<file path="config.mk">
export PLATFORM = sky130hd
export DESIGN_NAME = frac_ref_gen
export DESIGN_NICKNAME = d
export VERILOG_FILES = /design/src/rtl/frac_ref_pkg.sv /design/src/rtl/frac_range_chk.sv /design/src/rtl/frac_phase_acc.sv /design/src/rtl/frac_ctrl_fsm.sv /design/src/rtl/frac_ref_gen.sv
export SDC_FILE = /design/constraint.sdc
export NUM_CORES = 1
export LEC_CHECK = 0
export BUFFER_PORTS_ARGS = -buffer_cell sky130_fd_sc_hd__buf_4
export CORE_MARGIN = 4
export CORE_UTILIZATION = 30
export DETAILED_ROUTE_END_ITERATION = 8
export PLACE_DENSITY = 0.53
export SLEW_MARGIN = 20
export SYNTH_ARGS = -nofsm -noshare
export SYNTH_HDL_FRONTEND = slang
export SYNTH_HIERARCHICAL = 1
export SYNTH_SLANG_ARGS = --single-unit
</file>
<file path="constraint.sdc">
create_clock -name clk -period 7.1 [get_ports clk]
set_input_delay 0.71 -clock clk [delete_from_list [all_inputs] [get_ports clk]]
set_output_delay 0.71 -clock clk [all_outputs]
set_load 0.05 [all_outputs]
</file>
<file path="src/rtl/frac_ref_pkg.sv">
package frac_ref_pkg;

    // Controller states of the strobe generator
    typedef enum logic [1:0] {
        ST_GATED = 2'd0,
        ST_RUN   = 2'd1,
        ST_PEND  = 2'd2
    } fr_state_t;

endpackage

</file>
<file path="src/rtl/frac_range_chk.sv">
module frac_range_chk #(
    parameter int FRAC_W   = 6,
    parameter int FRAC_MIN = 18,
    parameter int FRAC_MAX = 35
) (
    input  logic [FRAC_W-1:0] value,
    output logic              legal
);
    localparam logic [FRAC_W-1:0] LO = FRAC_W'(FRAC_MIN);
    localparam logic [FRAC_W-1:0] HI = FRAC_W'(FRAC_MAX);

    always_comb begin
        legal = (value >= LO) && (value <= HI);
    end
endmodule

</file>
<file path="src/rtl/frac_phase_acc.sv">
module frac_phase_acc #(
    parameter int FRAC_W = 6,
    parameter int NUMER  = 18
) (
    input  logic              clk,
    input  logic              rst_n,
    input  logic              advance,
    input  logic [FRAC_W-1:0] divisor,
    output logic              wrap,
    output logic              tick
);
    localparam int ACC_W = FRAC_W + 1;
    localparam logic [ACC_W-1:0] NUM_V = ACC_W'(NUMER);

    logic [ACC_W-1:0] acc_q;
    logic [ACC_W-1:0] sum;
    logic [ACC_W-1:0] div_ext;

    always_comb begin
        div_ext = {1'b0, divisor};
        sum     = acc_q + NUM_V;
        wrap    = advance && (sum >= div_ext);
    end

    always_ff @(posedge clk or negedge rst_n) begin
        if (!rst_n) begin
            acc_q <= '0;
            tick  <= 1'b0;
        end else if (!advance) begin
            acc_q <= '0;
            tick  <= 1'b0;
        end else begin
            acc_q <= wrap ? (sum - div_ext) : sum;
            tick  <= wrap;
        end
    end

    // The phase residue stays below the divisor in use
    p_acc_below_div_r2: assert property (@(posedge clk) disable iff (!rst_n)
        acc_q < div_ext);

    // Stopping the accumulator removes the strobe on the next edge
    p_stop_clears_r5: assert property (@(posedge clk) disable iff (!rst_n)
        !advance |=> (!tick && acc_q == '0));
endmodule

</file>
<file path="src/rtl/frac_ctrl_fsm.sv">
module frac_ctrl_fsm
    import frac_ref_pkg::*;
#(
    parameter int FRAC_W     = 6,
    parameter int FRAC_MIN   = 18,
    parameter int FRAC_MAX   = 35,
    parameter int RESET_FRAC = 18
) (
    input  logic              clk,
    input  logic              rst_n,
    input  logic              wr,
    input  logic [FRAC_W-1:0] frac_in,
    input  logic              gate_in,
    input  logic              legal,
    input  logic              wrap,
    output logic [FRAC_W-1:0] active_frac,
    output logic              advance,
    output logic              err,
    output logic              is_gated
);
    localparam logic [FRAC_W-1:0] RST_V = FRAC_W'(RESET_FRAC);

    fr_state_t         state_q, state_d;
    logic [FRAC_W-1:0] pend_q;
    logic              wr_gate, wr_run_ok;

    always_comb begin
        wr_gate   = wr && gate_in;
        wr_run_ok = wr && !gate_in && legal;
    end

    // Next-state decode
    always_comb begin
        state_d = state_q;
        unique case (state_q)
            ST_GATED: if (wr && !gate_in) state_d = ST_RUN;
            ST_RUN: begin
                if (wr_gate)                                state_d = ST_GATED;
                else if (wr_run_ok && frac_in != active_frac) state_d = ST_PEND;
            end
            ST_PEND: begin
                if (wr_gate)   state_d = ST_GATED;
                else if (wrap) state_d = ST_RUN;
            end
            default: state_d = ST_GATED;
        endcase
    end

    // State register
    always_ff @(posedge clk or negedge rst_n) begin
        if (!rst_n) state_q <= ST_GATED;
        else        state_q <= state_d;
    end

    // Registered outputs and held divisor values
    always_ff @(posedge clk or negedge rst_n) begin
        if (!rst_n) begin
            active_frac <= RST_V;
            pend_q      <= RST_V;
            err         <= 1'b0;
        end else begin
            if (wr && !legal) err <= 1'b1;
            unique case (state_q)
                ST_GATED: begin
                    if (wr && legal) active_frac <= frac_in;
                end
                ST_RUN: begin
                    if (wr_gate && legal) active_frac <= frac_in;
                    if (wr_run_ok)        pend_q      <= frac_in;
                end
                ST_PEND: begin
                    if (wr_gate)        active_frac <= legal ? frac_in : pend_q;
                    else if (wrap)      active_frac <= wr_run_ok ? frac_in : pend_q;
                    if (wr_run_ok)      pend_q      <= frac_in;
                end
                default: ;
            endcase
        end
    end

    always_comb begin
        is_gated = (state_q == ST_GATED);
        advance  = !is_gated && !wr_gate;
    end

    // Sticky error
    p_err_sticky_r6: assert property (@(posedge clk) disable iff (!rst_n)
        err |=> err);

    // Illegal write while running leaves the divisor alone
    p_illegal_keeps_r6: assert property (@(posedge clk) disable iff (!rst_n)
        (wr && !legal && state_q == ST_RUN) |=> $stable(active_frac));

    // A waiting divisor is not applied before a wrap
    p_defer_r7: assert property (@(posedge clk) disable iff (!rst_n)
        (state_q == ST_PEND && !wrap && !wr) |=> $stable(active_frac));

    // Divisor in use is always legal
    p_active_range_r9: assert property (@(posedge clk) disable iff (!rst_n)
        (active_frac >= FRAC_W'(FRAC_MIN)) && (active_frac <= FRAC_W'(FRAC_MAX)));
endmodule

</file>
<file path="src/rtl/frac_ref_gen.sv">
module frac_ref_gen #(
    parameter int FRAC_W     = 6,
    parameter int NUMER      = 18,
    parameter int FRAC_MIN   = 18,
    parameter int FRAC_MAX   = 35,
    parameter int RESET_FRAC = 18
) (
    input  logic              clk,
    input  logic              rst_n,
    input  logic              cfg_wr,
    input  logic [FRAC_W-1:0] cfg_frac,
    input  logic              cfg_gate,
    output logic              tick,
    output logic [FRAC_W-1:0] eff_frac,
    output logic              cfg_err
);
    logic legal;
    logic wrap;
    logic advance;
    logic is_gated;

    frac_range_chk #(
        .FRAC_W(FRAC_W), .FRAC_MIN(FRAC_MIN), .FRAC_MAX(FRAC_MAX)
    ) u_chk (
        .value(cfg_frac),
        .legal(legal)
    );

    frac_ctrl_fsm #(
        .FRAC_W(FRAC_W), .FRAC_MIN(FRAC_MIN), .FRAC_MAX(FRAC_MAX),
        .RESET_FRAC(RESET_FRAC)
    ) u_fsm (
        .clk(clk), .rst_n(rst_n),
        .wr(cfg_wr), .frac_in(cfg_frac), .gate_in(cfg_gate),
        .legal(legal), .wrap(wrap),
        .active_frac(eff_frac), .advance(advance),
        .err(cfg_err), .is_gated(is_gated)
    );

    frac_phase_acc #(
        .FRAC_W(FRAC_W), .NUMER(NUMER)
    ) u_acc (
        .clk(clk), .rst_n(rst_n),
        .advance(advance), .divisor(eff_frac),
        .wrap(wrap), .tick(tick)
    );

    // No strobe while the controller is gated
    p_gated_no_tick_r5: assert property (@(posedge clk) disable iff (!rst_n)
        is_gated |-> !tick);

    // With divisor 18 the strobe never skips a running cycle
    p_full_rate_r3: assert property (@(posedge clk) disable iff (!rst_n)
        (advance && eff_frac == FRAC_W'(NUMER)) |=> tick);
endmodule

</file>
-- Yosys cells after proc, flatten, opt, wreduce, memory -nomap -nowiden
Cells that the tools add are included.
- $lt $le $gt $ge: 3
- reductions and logical operators: 19
- add/subtract/negate cells: 2
- mux-type cells: 16
- eq/ne operators: 8
- operator list (cell ; number):
    $mux W6 ; 6
    $pmux W6 S3 ; 1
    $mux W7 ; 2
    $logic_and A1 B1 Y1 ; 10
    $mux W2 ; 5
    $add A7 B5 Y7 const B ; 1
    $ge A7 B6 Y1 ; 1
    $sub A7 B6 Y7 ; 1
    $ge A6 B5 Y1 const B ; 1
    $le A6 B6 Y1 const B ; 1
    $ne A2 B1 Y1 const B ; 3
    $ne A3 B1 Y1 const B ; 2
    $ne A6 B6 Y1 ; 1
    $pmux W2 S3 ; 1
    $logic_not A1 Y1 ; 4
    $reduce_and A4 Y1 ; 1
    $reduce_and A3 Y1 ; 1
    $reduce_bool A3 Y1 ; 1
    $eq A2 B1 Y1 const B ; 1
    $eq A2 B2 Y1 const B ; 1
    $logic_not A2 Y1 ; 1
    $reduce_or A2 Y1 ; 1
    $mux W1 ; 1
- bits in registers: 23
- logic and storage cells: 54
- bits of input ports: 10

-- Depth between registers and ports, before layout
Gate-level depths: netlist (run 1).
- depth in word-level cells: 7
- mapped depth: 12
- mapped depth without buffers: 12

-- Modules after synthesis
The synthesis (run 1) kept the hierarchy.
- modules (own cells, without submodules) (module ; cells an instance ; times used ; sequential area each (um^2) ; area an instance (um^2)):
    frac_ctrl_fsm ; 75 ; 1 ; 380.4 ; 913.4
    frac_phase_acc ; 82 ; 1 ; 200.2 ; 721.9
    frac_range_chk ; 4 ; 1 ; 0.0 ; 26.3

-- Worst setup path before layout (run 1)
OpenSTA, ideal clock, no wires.
- path kind: register to register
- start: register u_fsm.active_frac[4]
- end: register u_fsm.state_q[0]
- path slack: 4.253 ns
- arrival: 2.722 ns
- buffers on the path: 0
- cell stages (with the launch flop): 12
- library setup time: 0.125 ns
- path through: dfstp_2 -> inv_1 -> ha_1 -> a21oi_1 -> nand2_1 -> o2bb2ai_1 -> nor3b_4 -> nor2b_1 -> nor3b_1 -> o22ai_1 -> o211ai_1 -> mux2_2
- cells in the longest elaborated chain, start to end: 4
- elaborated cells on any way between the ends: 7
- those cells by class: 1 x order compare; 3 x eq/ne; 3 x reduce/logical
- RTL lines (what ; RTL line ; text):
    start: declaration ; frac_ctrl_fsm.sv:16 ; output logic [FRAC_W-1:0] active_frac,
    start signal: assignment ; frac_ctrl_fsm.sv:65 ; if (wr && legal) active_frac <= frac_in;
    start signal: assignment ; frac_ctrl_fsm.sv:68 ; if (wr_gate && legal) active_frac <= frac_in;
    start signal: assignment ; frac_ctrl_fsm.sv:72 ; if (wr_gate) active_frac <= legal ? frac_in : pend_q;
    $ge A7 B6 Y1 ; frac_phase_acc.sv:22 ; wrap = advance && (sum >= div_ext);
    $logic_and A1 B1 Y1 ; frac_phase_acc.sv:22 ;
    named net wrap ; frac_ref_gen.sv:18 ; logic wrap;
    $ne A3 B1 Y1 (no source line) ; n/a ;
    $reduce_and A3 Y1 (no source line) ; n/a ;
    end signal: assignment ; frac_ctrl_fsm.sv:52 ; else state_q <= state_d;
    end: declaration ; frac_ctrl_fsm.sv:23 ; fr_state_t state_q, state_d;
The timed path passes the listed nets, and every way through them passes these cells.
A chain may end at the register's enable or synchronous reset.

-- Final worst setup path (run 1)
- start: register u_acc.acc_q[1]
- end: register u_fsm.state_q[0]
- cells in the longest elaborated chain, start to end: 5
- RTL lines (what ; RTL line ; text):
    start: declaration ; frac_phase_acc.sv:15 ; logic [ACC_W-1:0] acc_q;
    start signal: assignment ; frac_phase_acc.sv:33 ; acc_q <= wrap ? (sum - div_ext) : sum;
    $add A7 B5 Y7 ; frac_phase_acc.sv:21 ; sum = acc_q + NUM_V;
    $ge A7 B6 Y1 ; frac_phase_acc.sv:22 ;
    $logic_and A1 B1 Y1 ; frac_phase_acc.sv:22 ;
    named net wrap ; frac_ref_gen.sv:18 ;
    $ne A3 B1 Y1 (no source line) ; n/a ;
    $reduce_and A3 Y1 (no source line) ; n/a ;
The timed path passes the listed nets, and every way through them passes these cells.

==> qor.yml, run 1 <==
logic_synthesis:
  syn_inst: 161
  yosys.area.top_type: "dfrtp_1"
  async_reset_ff_share_pct: 100.0
  synth_nets: 184
  ys_seq_elements: 23
  yosys.area.top_type_share_pct: 28.61
  synth_area_um2: 1662
  synth-edff-count: 0
  ys.flop_type: "dfrtp_1"
  seq_area_frac_synth_pct: 34.94
  synth_area_leaders: "dfrtp_1 (29%), ha_1 (9.0%), mux2_2 (8.8%)"
  ys_types: 42
  yosys_warnings: 6
  yosys-top-cells-count: "dfrtp_1 (19), mux2_2 (13), nand2_1 (13), ha_1 (12), inv_1 (12)"
  avgSynthCellArea_um2: 10.32
  yosysMostFrequentCell: "dfrtp_1"
finish:
  final_core_utilization_pct: 36.62
  area_growth_syn_to_layout_pct: 15.44
  nFillCells: 538
  nets: 205
  layout-drive-gt1-share_pct: 31.49
  multi_input_area_um2: 1021
  seq_area_um2: 580.6
  insertedDiodeCount: 0
grt:
  groute.usage.overall_pct: 10.38
  antenna_found_initial: 0
  grt_pass1_vias: 1165
  grt_overflow: 0
  grt_pass1_wl_mm: 5.506
  grt_max_degree: 24
cts:
  cts-root-buf: "clkbuf_8"
  insertion_delay_ns: 0.27
  cts_buffers: 3
  cts_sinks: 23
  clk_pin_slew_worst_paths_ns: 0.09
  postCtsSetupBuffers: 0
  cts_tree: "done"
  clockBufferDepth: 2
  cts_hold_buffers: 0
  cts_resized: 0
  cts_max_level: 1
detailed_routing:
  dr_total_vias: 1200
  dr.first_iter.drc_count: 46
  antenna_left: 0
  viasPerCell: 4.781
  first_pass_iters: 4
  totalWireLength_mm: 3.131
  routedWlPerCell_um: 12.47
  drc: 0
pwr:
  swShare_pct: 45.57
  internal_power_mw: 0.5036
  p_seq_share_pct: 26.4
  power_frac_comb_pct: 64.5
  p_sw_mw: 0.4217
  p_leak_nw: 0.8540
  pwr-share-clk_pct: 9.1
  powerDensity_nw_per_um2: 482.4
  ir_worst_vdd_v: 0.0001707
  p_total_mw: 0.9253
setup_path:
  cp.required_ns: 7.26
  cp-end-kind: "register"
  cp.arrival_ns: 3.29
  critPathLaunchType: "register"
  crit_fanout: 8
  crit_type: "register to register"
floorplanning:
  die_width_um: 82.42
  top_level_ports: 18
  start_util_pct: 31.72
  num_rows: 26
  die_h_um: 82.42
  fp.coreArea_um2: 5238
  die_area_um2: 6793
timing:
  drv_slew: 0
  period_needed_ns: 3.127
  finalSetupTns_ns: 0
  rsz0062_at_grt: "no"
  period_share_pct: 44.04
  slew_headroom_pct: 68.34
  worstMarginPinSlew_ns: 0.4743
  setup_viol: 0
  clock_skew_ns: 0.002515
  max_freq_ghz: 0.3198
  hold_viol_final: 0
  fin_ws_ns: 3.973
placed_design:
  place_congestion: 0.8279
  dp_hpwl_mm: 2.478
  preCtsSetupSlack_ns: 3.965
  port_buffers: 17
hold_path:
  hold_class: "input port to asynchronous set/reset pin"
outcome:
  status: "completed"
job:
  drv_cap: 0
[critical path, stage by stage (launching register included)]
cell and delay [ns]:
dfrtp_1 0.43, and3_4 0.18, xnor2_1 0.25, ha_1 0.35
a21oi_1 0.19, nand2_1 0.07, o2bb2ai_1 0.16, nor3b_4 0.44
nor2b_1 0.12, nor3b_1 0.20, o22ai_1 0.15, o211ai_1 0.12
mux2_2 0.35
[final timing paths]
kind                                     startpoint                            to  slack (ns)  cells after the start
hold reg to reg               u_fsm/err$_DFFE_PN0P_         u_fsm/err$_DFFE_PN0P_        0.47                      1
max in group asynchronous                     rst_n   u_fsm/pend_q[4]$_DFFE_PN1P_        6.48                      1
setup reg to reg           u_acc/acc_q[1]$_DFF_PN0_  u_fsm/state_q[0]$_DFFE_PN0P_        3.97                     12
hold / removal                                rst_n  u_fsm/state_q[0]$_DFFE_PN0P_        0.33                      1
min in group clk              u_fsm/err$_DFFE_PN0P_         u_fsm/err$_DFFE_PN0P_        0.47                      1
setup / recovery           u_acc/acc_q[1]$_DFF_PN0_  u_fsm/state_q[0]$_DFFE_PN0P_        3.97                     12
[registers in the layout, summed over array words and instances, names as in the netlist]
register and flops:
u_acc/acc_q 7, u_acc/tick 1, u_fsm/active_frac 6, u_fsm/err 1, u_fsm/pend_q 6, u_fsm/state_q 2
[power groups by stage]
stage	Sequential (mW)	Clock, mW	Combinational [mW]
floorplan	0.303	0	0.412
global placement	0.247	0	0.605
detailed placement	0.248	0	0.600
CTS	0.246	0.0906	0.602
global route	0.253	0.0940	0.669
finish	0.244	0.0843	0.597
[logic make-up (layout without fill, tap and decap cells)]
logic type / after synthesis / after routing / share of synthesized area, %
simple gates: 45 / 45 / 15.44
compound gates: 31 / 31 / 12.27
mux: 24 / 24 / 17.24
flops: 23 / 23 / 34.94
buf+inv: 14 / 34 / 3.614
fa+ha+maj: 13 / 13 / 10.24
xor+xnor: 11 / 11 / 6.251
[area by class of cell]
type / instances / share of cell area, %
clock buffer: 3 / 2.153
inverter: 12 / 2.348
clock inverter: 1 / 0.3914
sequential: 23 / 30.27
timing repair buffer: 18 / 7.045
tap: 70 / 4.566
multi-input combinational: 124 / 53.23
[metal layers]
| metal | GRT usage, % | vias up | part of all wire [%] |
|---|---|---|---|
| met4 | 1.495 | 0 | 0.35 |
| met1 | 14.55 | 560 | 50 |
| met2 | 16.27 | 31 | 45 |
| li1 | - | 607 | - |
| met5 | 0 | - | 0 |
| met3 | 2.820 | 2 | 5.1 |
[metrics by stage]
step	hold WS (ns)	instance area [um^2]	cells
after floorplan	0.4144	1662	161
after detailed placement	0.4515	1869	247
after global placement	0.4486	1869	247
after CTS	0.3313	1918	251
final	0.3274	1918	251
after global routing	0.3363	1918	251
[cells in the final DEF, fill, tap and decap left out, drive strengths merged]
cell	count
dfrtp	19
mux2	19
buf	18
nand2	14
inv	12
ha	12
a21oi	10
xnor2	8
o21ai	7
nand2b	6
nor2b	5
nor2	5
mux2i	5
nand3	4
dfstp	4
clkbuf	3
xor2	3
and3	3
nand4	2
a211oi	2
a21bo	2
o22ai	2
o211ai	2
nor3b	2
clkinvlp	1
o2bb2ai	1
o2111ai	1
or2	1
o21a	1
fa	1
nor3	1
or4b	1
and2	1
a22oi	1
a21o	1
a21boi	1
Note: power is estimated with default switching activity, not from simulation.
==> run 2: changes to the inputs <==
==> constraint.sdc (replaced) <==
create_clock -name clk -period 3.1 [get_ports clk]
set_input_delay 0.31 -clock clk [delete_from_list [all_inputs] [get_ports clk]]
set_output_delay 0.31 -clock clk [all_outputs]
set_load 0.05 [all_outputs]
==> qor.yml, run 2 (synthesized netlist as in run 1, its figures left out) <==
placed_design:
  port_buffers: 17
  dp_hpwl_mm: 2.505
  dp_cells: 248
  place_congestion: 0.8052
pwr:
  ir_worst_vdd_v: 0.0007394
  p_leak_nw: 0.8667
  p_seq_share_pct: 25.9
  pwr-share-clk_pct: 8.9
  p_sw_mw: 1.007
  swShare_pct: 46.12
  power_frac_comb_pct: 65.2
  internal_power_mw: 1.177
  powerDensity_nw_per_um2: 1130
setup_path:
  critPathLaunchType: "register"
  cp.required_ns: 3.26
  cp.arrival_ns: 3.01
  crit_fanout: 5
  crit_type: "register to register"
  cp-end-kind: "register"
detailed_routing:
  dr_total_vias: 1194
  routedWlPerCell_um: 13.49
  first_pass_iters: 4
  drc: 0
  dr.first_iter.drc_count: 37
  viasPerCell: 4.719
  antenna_left: 0
  totalWireLength_mm: 3.414
timing:
  hold_viol_final: 0
  clock_skew_ns: 0.007193
  max_freq_ghz: 0.3511
  rsz0062_at_grt: "no"
  period_share_pct: 91.88
  finalSetupTns_ns: 0
  slew_headroom_pct: 65.44
  setup_viol: 0
  period_needed_ns: 2.848
  worstMarginPinSlew_ns: 0.5129
  drv_slew: 0
outcome:
  status: "completed"
cts:
  postCtsSetupBuffers: 0
  cts_max_level: 1
  cts_resized: 0
  clockBufferDepth: 2
  insertion_delay_ns: 0.27
  cts_sinks: 23
  cts_tree: "done"
  clk_pin_slew_worst_paths_ns: 0.09
  cts_buffers: 3
  cts-root-buf: "clkbuf_8"
  cts_hold_buffers: 1
finish:
  insertedDiodeCount: 0
  stdcell_count: 253
  area_growth_syn_to_layout_pct: 16.34
  nFillCells: 524
  top_regs: "u_acc/acc_q x7, u_fsm/active_frac x6, u_fsm/pend_q x6"
  final_cell_mix: "buf_4 (19), dfrtp_1 (19), nand2_1 (13), mux2_2 (13)"
  largest_reg_flops: 7
  nets: 207
  top_register: "u_acc/acc_q"
  layout-drive-gt1-share_pct: 31.69
grt:
  groute.usage.overall_pct: 11.56
  grt_overflow: 0
  grt_max_degree: 24
  antenna_found_initial: 0
  grt_pass1_vias: 1224
  grt_pass1_wl_mm: 6.072
floorplanning:
  top_level_ports: 18
  die_width_um: 82.42
  fp.coreArea_um2: 5238
  num_rows: 26
  start_util_pct: 31.72
  die_area_um2: 6793
  die_h_um: 82.42
job:
  drv_cap: 0
hold_path:
  hold_class: "input port to register"
## run 2: changes by cell type in the layout (fill, tap and decap cells not counted)
cell           previous run  this run
buf_4                    18        19
clkinv_2                  0         1
clkinvlp_4                1         0
dlygate4sd3_1             0         1
## run 2: per-layer routing
layer  wire length [um]  part of all wire [%]  vias to the layer above  global-route usage, %
met5                  0                     0                        -                      0
met4                 22                  0.64                        0                  1.993
met3                 95                   2.8                        6                  2.386
met2               1616                    47                       18                  18.91
met1               1679                    49                      561                  15.87
li1                   -                     -                      609                      -
## run 2: worst paths after layout
check / slack [ns] / start / to / cells past startpoint
max in group asynchronous: 2.34 / rst_n / u_fsm/pend_q[4]$_DFFE_PN1P_ / 2
min in group asynchronous: 0.47 / rst_n / u_fsm/state_q[1]$_DFFE_PN0P_ / 2
worst max register to register: 0.25 / u_acc/acc_q[1]$_DFF_PN0_ / u_fsm/state_q[0]$_DFFE_PN0P_ / 12
worst min-delay path: 0.30 / cfg_frac[0] / u_fsm/pend_q[0]$_DFFE_PN0P_ / 2
worst max-delay path: 0.25 / u_acc/acc_q[1]$_DFF_PN0_ / u_fsm/state_q[0]$_DFFE_PN0P_ / 12
worst min register to register: 0.47 / u_fsm/err$_DFFE_PN0P_ / u_fsm/err$_DFFE_PN0P_ / 1
## run 2: through the flow
step	hold slack [ns]	util [%]	setup slack, ns	instance area, um^2	total power [mW]
after floorplan	0.01441	-	0.2532	1662	1.638
after global placement	0.2346	35.83	0.3223	1877	1.996
after detailed placement	0.2342	35.83	0.3118	1877	1.993
after CTS	0.2879	36.91	0.2802	1933	2.207
after global routing	0.2987	36.91	0.004539	1933	2.387
final	0.2989	36.91	0.2516	1933	2.184
## run 2: critical path, stage by stage, from the launching register on
cell,delay [ns]
dfrtp_1,0.45
ha_1,0.25
a21oi_1,0.18
xnor2_1,0.11
ha_1,0.37
nand4_1,0.10
o2bb2ai_1,0.26
nor3b_4,0.08
nor2b_1,0.16
nor2b_1,0.08
o22ai_1,0.27
o211ai_1,0.15
mux2_2,0.29
## run 2: power by group through the flow
| stage | combinational [mW] | sequential, mW | clock [mW] |
|---|---|---|---|
| after detailed placement | 1.42 | 0.574 | 0 |
| final | 1.42 | 0.565 | 0.194 |
| after global placement | 1.43 | 0.571 | 0 |
| after floorplan | 0.943 | 0.695 | 0 |
| after CTS | 1.43 | 0.569 | 0.208 |
| after global routing | 1.58 | 0.589 | 0.219 |
## run 2: area by class of cell
class	instances	area (um^2)	share of cell area, %
clock buffer	3	41.29	2.136
clock inverter	1	5.005	0.2589
inverter	12	45.04	2.330
multi-input combinational	124	1021	52.82
sequential	23	580.6	30.03
tap	70	87.58	4.531
timing repair buffer	20	152.6	7.896
